File: config.mk
export PLATFORM = sky130hd
export DESIGN_NAME = irqc_top
export DESIGN_NICKNAME = d
export VERILOG_FILES = /design/src/rtl/irqc_pkg.sv /design/src/rtl/irqc_regs.sv /design/src/rtl/irqc_prio.sv /design/src/rtl/irqc_seq.sv /design/src/rtl/irqc_top.sv
export SDC_FILE = /design/constraint.sdc
export NUM_CORES = 1
export LEC_CHECK = 0
export ABC_AREA = 1
export CORE_UTILIZATION = 40
export CTS_CLUSTER_SIZE = 28
export DETAILED_ROUTE_END_ITERATION = 8
export DONT_BUFFER_PORTS = 1
export GPL_TIMING_DRIVEN = 0
export HOLD_SLACK_MARGIN = 0.15
export SETUP_SLACK_MARGIN = 0.1
export SLEW_MARGIN = 20
export SYNTH_ARGS = -nofsm -noshare
export SYNTH_HDL_FRONTEND = slang
export SYNTH_SLANG_ARGS = --single-unit
File: constraint.sdc
create_clock -name clk -period 1.7 [get_ports clk]
set_input_delay 0.34 -clock clk [delete_from_list [all_inputs] [get_ports clk]]
set_output_delay 0.34 -clock clk [all_outputs]
set_load 0.01 [all_outputs]
File: src/rtl/irqc_pkg.sv
package irqc_pkg;

  typedef enum logic [1:0] {
    SEQ_IDLE   = 2'd0,
    SEQ_FINISH = 2'd1,
    SEQ_SAVE   = 2'd2,
    SEQ_JUMP   = 2'd3
  } seq_state_t;

  localparam int WINDOW_WORDS = 5;

  // Which window word holds the flag/mask pair of a source.
  function automatic int slot_word(input int src);
    if (src == 0)      return 0;
    else if (src <= 4) return 1 + (src - 1) / 2;
    else               return src - 2;
  endfunction

  // Bit of the flag inside its word; the mask sits one bit above.
  function automatic int slot_bit(input int src);
    if (src == 0)      return 1;
    else if (src <= 4) return 2 * ((src - 1) % 2);
    else               return 0;
  endfunction

  // Address to window word index, -1 when unmapped.
  function automatic int word_index(input int addr);
    if (addr >= 0 && addr <= 3) return addr;
    else if (addr == 'h23)      return 4;
    else                        return -1;
  endfunction

  // Vector for a winning source index; sources from shared_from up share one.
  function automatic int vector_of(input int idx, input int base,
                                   input int step, input int shared_from);
    if (idx >= shared_from) return base + step * shared_from;
    else                    return base + step * idx;
  endfunction

endpackage

File: src/rtl/irqc_regs.sv
module irqc_regs
  import irqc_pkg::*;
#(
  parameter int NSRC   = 7,
  parameter int ADDR_W = 10,
  parameter int WORD_W = 4,
  localparam int BIT_W = $clog2(WORD_W)
) (
  input  logic              clk,
  input  logic              rst_n,
  input  logic [NSRC-1:0]   evt_i,
  input  logic              wr_en,
  input  logic [ADDR_W-1:0] addr,
  input  logic [BIT_W-1:0]  wr_bit,
  input  logic              wr_val,
  input  logic              gie_clr,
  output logic [WORD_W-1:0] rd_data,
  output logic [NSRC-1:0]   flag_o,
  output logic [NSRC-1:0]   mask_o,
  output logic [NSRC-1:0]   sw_clr_o,
  output logic              gie_o
);

  int  word_sel;
  logic gie_hit;

  assign word_sel = word_index(int'(addr));
  assign gie_hit  = wr_en && (word_sel == 0) && (int'(wr_bit) == 0);

  for (genvar i = 0; i < NSRC; i++) begin : g_src
    localparam int SW = slot_word(i);
    localparam int SB = slot_bit(i);
    logic f_q, m_q, hit_f, hit_m;

    assign hit_f       = wr_en && (word_sel == SW) && (int'(wr_bit) == SB);
    assign hit_m       = wr_en && (word_sel == SW) && (int'(wr_bit) == SB + 1);
    assign sw_clr_o[i] = hit_f && !wr_val;

    always_ff @(posedge clk or negedge rst_n) begin
      if (!rst_n) begin
        f_q <= 1'b0;
        m_q <= 1'b1;
      end else begin
        if (evt_i[i])         f_q <= 1'b1;
        else if (sw_clr_o[i]) f_q <= 1'b0;
        if (hit_m)            m_q <= wr_val;
      end
    end

    assign flag_o[i] = f_q;
    assign mask_o[i] = m_q;
  end

  always_ff @(posedge clk or negedge rst_n) begin
    if (!rst_n)       gie_o <= 1'b0;
    else if (gie_clr) gie_o <= 1'b0;
    else if (gie_hit) gie_o <= wr_val;
  end

  always_comb begin
    rd_data = '0;
    if (word_sel == 0) rd_data[0] = gie_o;
    for (int i = 0; i < NSRC; i++) begin
      if (word_sel == slot_word(i)) begin
        rd_data[slot_bit(i)]     = flag_o[i];
        rd_data[slot_bit(i) + 1] = mask_o[i];
      end
    end
  end

endmodule

File: src/rtl/irqc_prio.sv
module irqc_prio
  import irqc_pkg::*;
#(
  parameter int NSRC        = 7,
  parameter int VEC_W       = 12,
  parameter int VEC_BASE    = 2,
  parameter int VEC_STEP    = 2,
  parameter int SHARED_FROM = 5
) (
  input  logic [NSRC-1:0]  pending,
  output logic             any_o,
  output logic [VEC_W-1:0] vec_o
);

  int win;

  always_comb begin
    win = 0;
    for (int i = NSRC - 1; i >= 0; i--) begin
      if (pending[i]) win = i;
    end
  end

  assign any_o = |pending;
  assign vec_o = VEC_W'(vector_of(win, VEC_BASE, VEC_STEP, SHARED_FROM));

endmodule

File: src/rtl/irqc_seq.sv
module irqc_seq
  import irqc_pkg::*;
#(
  parameter int VEC_W = 12
) (
  input  logic             clk,
  input  logic             rst_n,
  input  logic             boundary,
  input  logic             gie,
  input  logic             any_pend,
  input  logic [VEC_W-1:0] vec_in,
  output logic             accept_o,
  output logic             busy_o,
  output logic             gie_clr_o,
  output logic             save_o,
  output logic             jump_o,
  output logic [VEC_W-1:0] vec_o
);

  seq_state_t state_q;
  logic [VEC_W-1:0] vec_q;

  assign accept_o = (state_q == SEQ_IDLE) && boundary && gie && any_pend;

  always_ff @(posedge clk or negedge rst_n) begin
    if (!rst_n) begin
      state_q <= SEQ_IDLE;
      vec_q   <= '0;
    end else begin
      unique case (state_q)
        SEQ_IDLE:   if (accept_o) begin
                      state_q <= SEQ_FINISH;
                      vec_q   <= vec_in;
                    end
        SEQ_FINISH: state_q <= SEQ_SAVE;
        SEQ_SAVE:   state_q <= SEQ_JUMP;
        SEQ_JUMP:   state_q <= SEQ_IDLE;
        default:    state_q <= SEQ_IDLE;
      endcase
    end
  end

  assign busy_o    = (state_q != SEQ_IDLE);
  assign gie_clr_o = (state_q == SEQ_FINISH);
  assign save_o    = (state_q == SEQ_SAVE) || (state_q == SEQ_JUMP);
  assign jump_o    = (state_q == SEQ_JUMP);
  assign vec_o     = jump_o ? vec_q : '0;

endmodule

File: src/rtl/irqc_top.sv
module irqc_top
  import irqc_pkg::*;
#(
  parameter int NSRC        = 7,
  parameter int ADDR_W      = 10,
  parameter int WORD_W      = 4,
  parameter int VEC_W       = 12,
  parameter int VEC_BASE    = 2,
  parameter int VEC_STEP    = 2,
  parameter int SHARED_FROM = 5,
  localparam int BIT_W      = $clog2(WORD_W)
) (
  input  logic              clk,
  input  logic              rst_n,
  input  logic [NSRC-1:0]   evt_i,
  input  logic              instr_boundary,
  input  logic [ADDR_W-1:0] reg_addr,
  input  logic [BIT_W-1:0]  reg_bit,
  input  logic              reg_bit_we,
  input  logic              reg_bit_val,
  output logic [WORD_W-1:0] reg_rdata,
  output logic              irq_req,
  output logic              seq_busy,
  output logic              ctx_save,
  output logic              vec_jump,
  output logic [VEC_W-1:0]  vec_addr
);

  logic [NSRC-1:0]  flag_w, mask_w, sw_clr_w, pend_w;
  logic             gie_w, gie_clr_w, any_w, accept_w;
  logic [VEC_W-1:0] win_vec_w;

  irqc_regs #(.NSRC(NSRC), .ADDR_W(ADDR_W), .WORD_W(WORD_W)) u_regs (
    .clk(clk), .rst_n(rst_n), .evt_i(evt_i),
    .wr_en(reg_bit_we), .addr(reg_addr), .wr_bit(reg_bit), .wr_val(reg_bit_val),
    .gie_clr(gie_clr_w), .rd_data(reg_rdata),
    .flag_o(flag_w), .mask_o(mask_w), .sw_clr_o(sw_clr_w), .gie_o(gie_w)
  );

  assign pend_w  = flag_w & ~mask_w;
  assign irq_req = any_w;

  irqc_prio #(.NSRC(NSRC), .VEC_W(VEC_W), .VEC_BASE(VEC_BASE),
              .VEC_STEP(VEC_STEP), .SHARED_FROM(SHARED_FROM)) u_prio (
    .pending(pend_w), .any_o(any_w), .vec_o(win_vec_w)
  );

  irqc_seq #(.VEC_W(VEC_W)) u_seq (
    .clk(clk), .rst_n(rst_n), .boundary(instr_boundary), .gie(gie_w),
    .any_pend(any_w), .vec_in(win_vec_w), .accept_o(accept_w),
    .busy_o(seq_busy), .gie_clr_o(gie_clr_w), .save_o(ctx_save),
    .jump_o(vec_jump), .vec_o(vec_addr)
  );

endmodule

==> flow_metrics.tcl <==
set metrics [dict create \
    place_hpwl_um 2510 \
    cp_cell_sequence "inv_1 -> nand2_1 -> nand2_1 -> inv_2 -> nand2_2 -> ha_4 -> a21oi_2 -> nand2_2 -> o21ai_1 -> nand2_1" \
    maxCapViolCount 0 \
    mostFrequentLayoutCell "nand2_1" \
    wl_met3_um 118 \
    cts.path.max_buffers 2 \
    avgViaCountPerCell 4.73 \
    via_count 1390 \
    rsz0062_at_grt "yes" \
    vdd_drop_max_uv 351 \
    finalHoldViolCount 0 \
    grt_pass1_vias 1237 \
    endpoint_kind "flop" \
    ant_nets 0 \
    timing.final.ws_setup_ns 0.0668 \
    yosys_warnings 0 \
    wl_um 3380 \
    grt-ovfl-total 0 \
    yosysUniqueCellTypes 28 \
    numCtsBuffers 3 \
    cpPeakStageDelay_ns 0.54 \
    initial_core_util 0.421 \
    io_buffers 0 \
    cpMaxStageDelayCell "dfstp_2" \
    syn_area_per_cell_sq_um 6.97 \
    drv_slew 0 \
    synthCells 223 \
    synth.yosys.seq_area_share 0.344 \
    critPathArrivalTime_ns 1.78 \
    path_class "reg -> reg" \
    dieWidth_um 64.3 \
    drt-pass1-iter-count 4 \
    rows 22 \
    worstRegToRegCells 10 \
    antenna_found_initial 0 \
    met1_length_um 1630 \
    pin_count 44 \
    synthToLayoutAreaGrowth_pct 22.9 \
    required_ns 1.85 \
    period_needed_ns 1.63 \
    clk_pin_slew_ns 0.08 \
    clock_sinks 21 \
    fin_area_sq_um 1910 \
    finalCoreUtilization 0.518 \
    die_y_um 64.3 \
    drt_iter0_drc 43 \
    die_area_sq_um 4140 \
    crit_top_cell "nand2_1" \
    max_freq_mhz 612 \
    core_area_sq_um 3690 \
    hold_depth 1 \
    start_kind "flop" \
    top_layer_used "met4" \
    gp_congestion 0.849 \
    status "completed" \
    clkLatencyLatePin_ns 0.26 \
    p_per_area_nw_per_um2 644 \
    hold_path.class "in -> reg" \
    grt_pass1_wl_um 5500 \
    track_usage 0.172 \
    nNetsFinal 278 \
    dr_wl_met2_um 1590 \
    finalSetupViolCount 0 \
    dpl_cell_area_sq_um 1640 \
    cts_tree "built" \
    grt_max_degree 22 \
    root_buffer "clkbuf_8" \
    antenna_cells 0 \
    htreeDepth 1 \
    post_route_cells_drive_above_1_share 0.346 \
    ys_ff_latch 21 \
    pre_cts_slack_ns 0.0411 \
    drc 0 \
    final_cell_mix "nand2_1 (39), inv_1 (31), nor2_1 (21), buf_4 (18)" \
    leakagePower_nw 1.04 \
    fill_cells 400 \
    routedWlPerCell_um 11.5 \
    skew_ns 0.00979 \
    period_share 0.961 \
    power.total_mw 1.23 \
    synthesis.area_sq_um 1550 \
    crit_fanout 2 \
]
## metal layers
layer,up-vias,GRT usage
met5,-,0
met4,0,0.0528
met3,5,0.0339
met2,28,0.275
met1,635,0.233
li1,722,-
## area by class of cell
cell class,instances,area (sq um),share of cell area
clock buffers,4,45.0,0.0236
repair buffers,12,90.1,0.0472
multi-input cells,157,947,0.496
flip-flops and latches,21,534,0.280
well taps,48,60.1,0.0315
plain buffers,9,71.3,0.0374
inverters,43,161,0.0845
## logic make-up (layout without fill, tap and decap cells)
kind of cell    Yosys count  in the layout  synth area share
simple gates            116            116             0.357
buf+inv                  52             68             0.147
compound gates           26             26            0.0926
flops                    21             21             0.344
fa+ha+maj                 7              7            0.0564
other cells               1              8           0.00241
## worst paths after layout
path                                                    to                       startpoint  slack (ns)
max                             u_seq.vec_q[3]$_DFFE_PN0P_  u_regs.g_src[1].m_q$_DFFE_PN1P_        0.07
min in group asynchronous  u_regs.g_src[5].f_q$_DFFE_PN0P_                            rst_n        0.58
min                        u_regs.g_src[0].f_q$_DFFE_PN0P_                         evt_i[0]        0.17
max reg2reg                     u_seq.vec_q[3]$_DFFE_PN0P_  u_regs.g_src[1].m_q$_DFFE_PN1P_        0.07
max in group asynchronous  u_regs.g_src[0].m_q$_DFFE_PN1P_                            rst_n        0.76
min reg2reg                u_regs.g_src[6].m_q$_DFFE_PN1P_  u_regs.g_src[6].m_q$_DFFE_PN1P_        0.48
## report_power, final
part           switching (mW)  internal (mW)
combinational           0.208          0.137
sequential             0.0247          0.529
clock                   0.164          0.167
total                   0.397          0.833
## metrics by stage
step                TNS [ns]  std cells  hold slack, ns
global route        -0.00244        294           0.156
global placement           0        278          0.0448
CTS                        0        285           0.167
detailed placement         0        278          0.0447
finish                     0        294           0.173
floorplan                  0        230          0.0444
## sequential cells by signal, indices dropped and copies added, names as in the netlist
signal	flops
u_seq.vec_q	4
u_regs.g_src.f_q	7
u_seq.state_q	2
u_regs.gie_o	1
u_regs.g_src.m_q	7
## cell usage after synthesis
cell | number | share of area
inv_2 | 5 | 0.012
nand3_2 | 1 | 0.0064
inv_1 | 38 | 0.092
o21ai_0 | 7 | 0.023
nor2_1 | 28 | 0.068
nand4_1 | 9 | 0.036
nor2_2 | 4 | 0.016
nand2_1 | 52 | 0.13
nand2_2 | 6 | 0.024
nand3_4 | 1 | 0.011
nand3_1 | 7 | 0.023
buf_4 | 9 | 0.043
conb_1 | 1 | 0.0024
a21oi_1 | 7 | 0.023
nor2_4 | 2 | 0.014
or2_2 | 1 | 0.0040
ha_1 | 7 | 0.056
o21ai_1 | 6 | 0.019
nor2_8 | 1 | 0.013
dfrtp_1 | 14 | 0.23
o22ai_1 | 1 | 0.0040
a21boi_0 | 1 | 0.0048
nor3_2 | 1 | 0.0064
o21bai_1 | 2 | 0.0097
a21o_1 | 1 | 0.0048
nor3_1 | 3 | 0.0097
dfstp_2 | 7 | 0.12
o211ai_1 | 1 | 0.0048
## what timing repair did
| action | 4_1_cts | 5_1_grt |
|---|---|---|
| pin swaps | 2 | 20 |
| endpoints found under the setup margin | 7 | 11 |
| hold buffers | 1 | 1 |
| setup buffers | 2 | 8 |
| gates resized for setup | 7 | 39 |
| hold endpoints to repair | 21 | 14 |
## critical path, delay by kind of cell (launching register included)
kind | cells | cell delay (ns)
compound gates | 2 | 0.25
buf+inv | 2 | 0.15
flops | 1 | 0.54
fa+ha+maj | 1 | 0.16
simple gates | 5 | 0.43
No activity file was read; power rests on OpenSTA's default activity.
